## config.mk

```make
export PLATFORM = sky130hd
export DESIGN_NAME = sync_burst_sram
export DESIGN_NICKNAME = d
export VERILOG_FILES = /design/src/rtl/sbs_pkg.sv /design/src/rtl/sbs_burst_ctr.sv /design/src/rtl/sbs_array.sv /design/src/rtl/sbs_out_stage.sv /design/src/rtl/sync_burst_sram.sv
export SDC_FILE = /design/constraint.sdc
export NUM_CORES = 1
export LEC_CHECK = 0
export ABC_CLOCK_PERIOD_IN_PS = 6200
export BUFFER_PORTS_ARGS = -buffer_cell sky130_fd_sc_hd__buf_2
export CAP_MARGIN = 20
export CORE_MARGIN = 1.5
export CORE_UTILIZATION = 65
export DETAILED_ROUTE_END_ITERATION = 8
export PLACE_DENSITY = 0.78
export SLEW_MARGIN = 30
export SYNTH_ARGS = -nofsm -noshare
export SYNTH_HDL_FRONTEND = slang
export SYNTH_SLANG_ARGS = --single-unit
```

## constraint.sdc

```tcl
create_clock -name clk -period 6.2 [get_ports clk]
set_input_delay 0.62 -clock clk [delete_from_list [all_inputs] [get_ports clk]]
set_output_delay 0.62 -clock clk [all_outputs]
set_load 0.005 [all_outputs]
```

## src/rtl/sbs_pkg.sv

```systemverilog
package sbs_pkg;

    typedef enum logic {
        ORD_LINEAR     = 1'b0,
        ORD_INTERLEAVE = 1'b1
    } burst_order_e;

    // low two address bits of beat number cnt
    function automatic logic [1:0] beat_low(input logic [1:0] base,
                                            input logic [1:0] cnt,
                                            input burst_order_e ord);
        if (ord == ORD_INTERLEAVE) return base ^ cnt;
        return base + cnt;
    endfunction

endpackage

```

## src/rtl/sbs_burst_ctr.sv

```systemverilog
module sbs_burst_ctr
    import sbs_pkg::*;
#(
    parameter int ADDR_W = 6
) (
    input  logic              clk,
    input  logic              rst_n,
    input  logic              start_i,
    input  logic              adv_i,
    input  logic              we_i,
    input  logic              order_i,
    input  logic [ADDR_W-1:0] addr_i,
    input  logic              bus_read_i,
    output logic [ADDR_W-1:0] cur_addr_o,
    output logic              rd_beat_o,
    output logic              wr_en_o,
    output logic              turn_o
);

    typedef struct packed {
        logic [ADDR_W-1:0] base;
        logic [1:0]        cnt;
        burst_order_e      ord;
        logic              active;
        logic              wr;
        logic              turn;
    } ctr_t;

    ctr_t st_d, st_q;
    logic step;

    always_comb begin
        st_d      = st_q;
        st_d.turn = 1'b0;
        step      = st_q.active && !st_q.turn && adv_i && !start_i;
        if (start_i) begin
            st_d.base   = addr_i;
            st_d.cnt    = 2'd0;
            st_d.ord    = burst_order_e'(order_i);
            st_d.active = 1'b1;
            st_d.wr     = we_i;
            st_d.turn   = we_i && bus_read_i;
        end else if (step) begin
            st_d.cnt = st_q.cnt + 2'd1;
            if (st_q.cnt == 2'd3) st_d.active = 1'b0;
        end
    end

    always_ff @(posedge clk or negedge rst_n) begin
        if (!rst_n) st_q <= ctr_t'('0);
        else        st_q <= st_d;
    end

    assign cur_addr_o = {st_q.base[ADDR_W-1:2], beat_low(st_q.base[1:0], st_q.cnt, st_q.ord)};
    assign rd_beat_o  = st_q.active && !st_q.wr;
    assign wr_en_o    = step && st_q.wr;
    assign turn_o     = st_q.turn;

endmodule

```

## src/rtl/sbs_array.sv

```systemverilog
module sbs_array #(
    parameter int ADDR_W = 6,
    parameter int DATA_W = 8
) (
    input  logic              clk,
    input  logic              we,
    input  logic [ADDR_W-1:0] addr,
    input  logic [DATA_W-1:0] wdata,
    output logic [DATA_W-1:0] rdata
);

    localparam int DEPTH = 1 << ADDR_W;

    logic [DATA_W-1:0] mem [DEPTH];

    always_ff @(posedge clk) begin
        if (we) mem[addr] <= wdata;
    end

    assign rdata = mem[addr];

endmodule

```

## src/rtl/sbs_out_stage.sv

```systemverilog
module sbs_out_stage #(
    parameter int DATA_W   = 8,
    parameter bit PIPELINE = 1'b0
) (
    input  logic              clk,
    input  logic              rst_n,
    input  logic              valid_i,
    input  logic [DATA_W-1:0] data_i,
    output logic              valid_o,
    output logic [DATA_W-1:0] data_o
);

    generate
        if (PIPELINE) begin : g_pipe
            typedef struct packed {
                logic              valid;
                logic [DATA_W-1:0] data;
            } out_t;

            out_t out_d, out_q;

            always_comb begin
                out_d.valid = valid_i;
                out_d.data  = valid_i ? data_i : '0;
            end

            always_ff @(posedge clk or negedge rst_n) begin
                if (!rst_n) out_q <= '0;
                else        out_q <= out_d;
            end

            assign valid_o = out_q.valid;
            assign data_o  = out_q.data;
        end else begin : g_flow
            assign valid_o = valid_i;
            assign data_o  = valid_i ? data_i : '0;
        end
    endgenerate

endmodule

```

## src/rtl/sync_burst_sram.sv

```systemverilog
module sync_burst_sram #(
    parameter int ADDR_W   = 6,
    parameter int DATA_W   = 8,
    parameter bit PIPELINE = 1'b0
) (
    input  logic              clk,
    input  logic              rst_n,
    input  logic              start_i,
    input  logic              adv_i,
    input  logic              we_i,
    input  logic              order_i,
    input  logic [ADDR_W-1:0] addr_i,
    input  logic [DATA_W-1:0] wdata_i,
    output logic [DATA_W-1:0] rdata_o,
    output logic              rvalid_o,
    output logic              turn_o
);

    logic [ADDR_W-1:0] cur_addr;
    logic              rd_beat;
    logic              wr_en;
    logic [DATA_W-1:0] arr_rdata;

    sbs_burst_ctr #(.ADDR_W(ADDR_W)) u_ctr (
        .clk        (clk),
        .rst_n      (rst_n),
        .start_i    (start_i),
        .adv_i      (adv_i),
        .we_i       (we_i),
        .order_i    (order_i),
        .addr_i     (addr_i),
        .bus_read_i (rvalid_o),
        .cur_addr_o (cur_addr),
        .rd_beat_o  (rd_beat),
        .wr_en_o    (wr_en),
        .turn_o     (turn_o)
    );

    sbs_array #(.ADDR_W(ADDR_W), .DATA_W(DATA_W)) u_array (
        .clk   (clk),
        .we    (wr_en),
        .addr  (cur_addr),
        .wdata (wdata_i),
        .rdata (arr_rdata)
    );

    sbs_out_stage #(.DATA_W(DATA_W), .PIPELINE(PIPELINE)) u_out (
        .clk     (clk),
        .rst_n   (rst_n),
        .valid_i (rd_beat),
        .data_i  (arr_rdata),
        .valid_o (rvalid_o),
        .data_o  (rdata_o)
    );

endmodule

```

==> results.rst <==
.. list-table::
   :header-rows: 1

   * - Metric
     - Value
   * - Arrival @ worst endpoint
     - 4.49 ns
   * - Via count of the first global-routing pass
     - 11800
   * - Number of antenna-violating nets in the routed design
     - 0
   * - Pwr/cell area
     - 344 mW/mm2
   * - Final setup viols
     - 0
   * - Chip width
     - 183 um
   * - Total instance count after detailed placement
     - 1669
   * - Flip-flop and latch count after synthesis
     - 524
   * - Number of I/O port buffers
     - 29
   * - CTS H-Tree Depth
     - 2
   * - Total via count after detailed routing
     - 12000
   * - DRT Pass-1 Iters
     - 6
   * - Pleak
     - roughly 7.6 nW
   * - Critical path peak fanout
     - 43
   * - Routed wire length
     - 49.8 mm
   * - Path category of the worst min-delay check
     - primary input to register
   * - Chain of cells forming the critical path
     - ha_4 -> nor2b_1 -> xnor2_2 -> buf_4 -> a2111oi_0 -> a31oi_1 -> o2111ai_1 -> or4_1 -> nor4_1 -> buf_2
   * - Endpoint class of the critical path
     - output port
   * - Top Ports
     - 30
   * - Largest net degree at the start of global routing
     - 74
   * - Async set-reset flop share out of synthesis
     - 2.29%
   * - Area Overhead vs Synth
     - 10.2%
   * - RePlAce Congestion
     - 0.970
   * - Worst voltage drop across the vdd grid
     - 295 uV
   * - Sequential share of the synthesized area
     - 74.8%
   * - Total clock buffers created by CTS
     - 50
   * - Sum of negative setup slack
     - 0 ns
   * - Via-per-instance ratio
     - between 6 and 7
   * - Clock network latency to the later pin of the worst-skew pair
     - around 0.56 ns
   * - DRC
     - 0
   * - TritonCTS clock tree
     - done
   * - Antenna violations before repair
     - 1
   * - Drt wl/cell
     - 28.2 um
   * - Critical path type
     - register to output port
   * - Net count of the mapped netlist
     - 1305
   * - Final worst path period share
     - 82.4%
   * - Overflow left after global routing
     - 0
   * - Worst Path Required
     - 5.58 ns
   * - Unrepaired setup endpoints after global routing
     - false
   * - Number of library cell types mapped by synthesis
     - 53
   * - Core area
     - 0.0316 mm2
   * - Row count
     - 65
   * - Main synth FF type
     - edfxtp_1
   * - Clock root buffer master
     - clkbuf_16
   * - Number of max-cap violations
     - 0
   * - Count of mapped cells out of synthesis
     - 1283
   * - Initial cell density of the core
     - 66.3%
   * - Vertical die dimension
     - roughly 180 um
   * - Largest stage delay on the critical path
     - about 0.62 ns
   * - FMAX
     - just under 200 MHz
   * - Mapped cell area
     - approximately 0.021 mm2
   * - Final hold violation count
     - 0
   * - Maximum clock path buffer count
     - 3
   * - Synth Warn #
     - 0
   * - Detailed placement HPWL
     - roughly 30 mm
   * - Post-layout instance count excluding filler cells
     - between 1500 and 2000
   * - Clock-pin slew of the registers on the worst-case setup and hold paths
     - 0.06 ns
   * - Least-Margin Pin Slew
     - approximately 1.0 ns
   * - Slowest-stage cell, CP
     - or4_1
   * - Outcome
     - finished clean
   * - Slew Viols, Final
     - 0
   * - Crit path launch type
     - register
   * - Starting DRT DRC Count
     - 1778
   * - GRT Resource Usage Total
     - 30.7%
   * - Die area
     - 0.0333 mm2
   * - Mapped Avg Cell Area
     - 16.3 um2
   * - Max-Slew Margin vs Limit
     - 30.3%
   * - Clock period minus final worst setup slack
     - 5.11 ns
   * - Share of post-route cells with drive strength above 1
     - between 10% and 20%
   * - Post-synth EDFFs
     - 512
   * - Fin nets
     - 1343
   * - Total inserted antenna cells
     - 0
   * - TritonCTS Sinks
     - 524
   * - Layout Skew
     - 0.0139 ns
   * - Global-route wire length before repair
     - roughly 74 mm
## flip-flops by register name (all words and copies together) (netlist names)
name and flops:
u_array.mem 512, u_ctr.turn_o 1, u_ctr.st_q 7, u_ctr.cur_addr_o 4
## layer usage
metal  share of wire (%)  GRT usage, %  vias up  routed length (um)
met5                0.17          1.93        -                  85
met1                  37          42.2     5963               18400
li1                    -             -     5072                   -
met3                  12          8.38      140                5900
met4                 4.1          12.3        2                2060
met2                  47          47.2      800               23400
## repair_timing
action                     4_1_cts  5_1_grt
hold buffers                     1        0
setup buffers                    0        0
resized for setup                0        0
hold endpoints to repair        12        0
setup endpoints to repair        0        0
## through the flow
stage / hold slack, ns / total power, W / setup WS, ns / instance area, um2 / util (%)
floorplan: 0.324 / 0.00468 / 3.01 / 21000 / -
global placement: 0.485 / 0.00500 / 1.79 / 21500 / 67.8
finish: 0.282 / 0.00795 / 1.09 / 23100 / 73.0
detailed placement: 0.510 / 0.00502 / 1.71 / 21500 / 67.9
global route: 0.289 / 0.00816 / 0.917 / 23100 / 73.0
CTS: 0.274 / 0.00794 / 1.05 / 23100 / 73.0
## cell usage in the layout (no fill, tap or decap), types with 19 or more instances in the layout
master and count:
nand3_1 33, o21ai_0 19, nor2b_1 41, buf_4 24, buf_2 24, mux4_2 37
mux2i_1 101, clkbuf_16 53, a21oi_1 44, a211oi_1 41, nor2_1 101, nand2_1 138
edfxtp_1 512
## logic make-up after synthesis
| group | count (synthesis) | synth area share, % |
|---|---|---|
| mux | 158 | 10.2 |
| compound gates | 155 | 4.75 |
| simple gates | 375 | 8.21 |
| fa+ha+maj | 2 | 0.119 |
| flops | 524 | 74.8 |
| buf+inv | 65 | 1.70 |
| xor+xnor | 4 | 0.239 |
## cell usage after synthesis (7+ instances only)
cell / instances / area share (%)
o22ai_1: 17 / 0.51
and2_1: 10 / 0.30
mux2_2: 15 / 0.81
edfxtp_1: 512 / 73
clkbuf_1: 15 / 0.27
nand3_1: 33 / 0.79
dfrtp_1: 12 / 1.4
a211oi_1: 41 / 1.5
nand2_1: 138 / 2.5
nand4_1: 8 / 0.24
buf_1: 8 / 0.14
nor4_1: 8 / 0.24
mux2i_1: 101 / 4.8
o21ai_0: 19 / 0.45
and3_1: 7 / 0.21
nor2b_1: 41 / 1.2
a31oi_1: 7 / 0.21
nor2_1: 102 / 1.8
buf_4: 7 / 0.25
mux4_2: 37 / 4.0
nor3_1: 9 / 0.21
a21oi_1: 44 / 1.1
buf_2: 31 / 0.74
## final timing paths
kind / endpoint / cells past startpoint / start / slack [ns]
min in group asynchronous: u_ctr.st_q[7]$_DFFE_PN0P_ / 2 / rst_n / 0.47
max reg2reg: u_array.mem[47][7]$_DFFE_PP_ / 6 / u_ctr.st_q[4]$_DFFE_PN0P_ / 2.12
min: u_ctr.st_q[1]$_DFFE_PN0P_ / 3 / we_i / 0.28
max: rdata_o[2] / 10 / u_ctr.st_q[4]$_DFFE_PN0P_ / 1.09
min reg2reg: u_ctr.st_q[3]$_DFFE_PN0P_ / 1 / u_ctr.st_q[3]$_DFFE_PN0P_ / 0.52
max in group asynchronous: u_ctr.cur_addr_o[2]$_DFFE_PN0P_ / 2 / rst_n / 5.49
## report_power, final
group          internal (W)  leakage [nW]  switching, W
sequential          0.00390          4.74     0.0000237
clock               0.00172         0.783       0.00126
combinational      0.000365          2.08      0.000685
## worst max-delay path, delay by kind of cell (launching register included)
family	cells	cell delay (ns)
AND/OR/NAND/NOR	3	1.36
XOR/XNOR	1	0.57
buffers and inverters	2	0.80
flip-flops	1	0.43
adder cells (fa/ha/maj)	1	0.17
AO/OA/AOI/OAI	3	0.58
## layout make-up
class | count | area [um2]
flip-flops and latches | 524 | 15700
fillers | 1870 | 8530
multi-input cells | 694 | 4970
clock buffers | 60 | 1350
well taps | 402 | 503
repair buffers | 51 | 345
clock inverters | 32 | 258
Power figures use the tool's default switching activity.
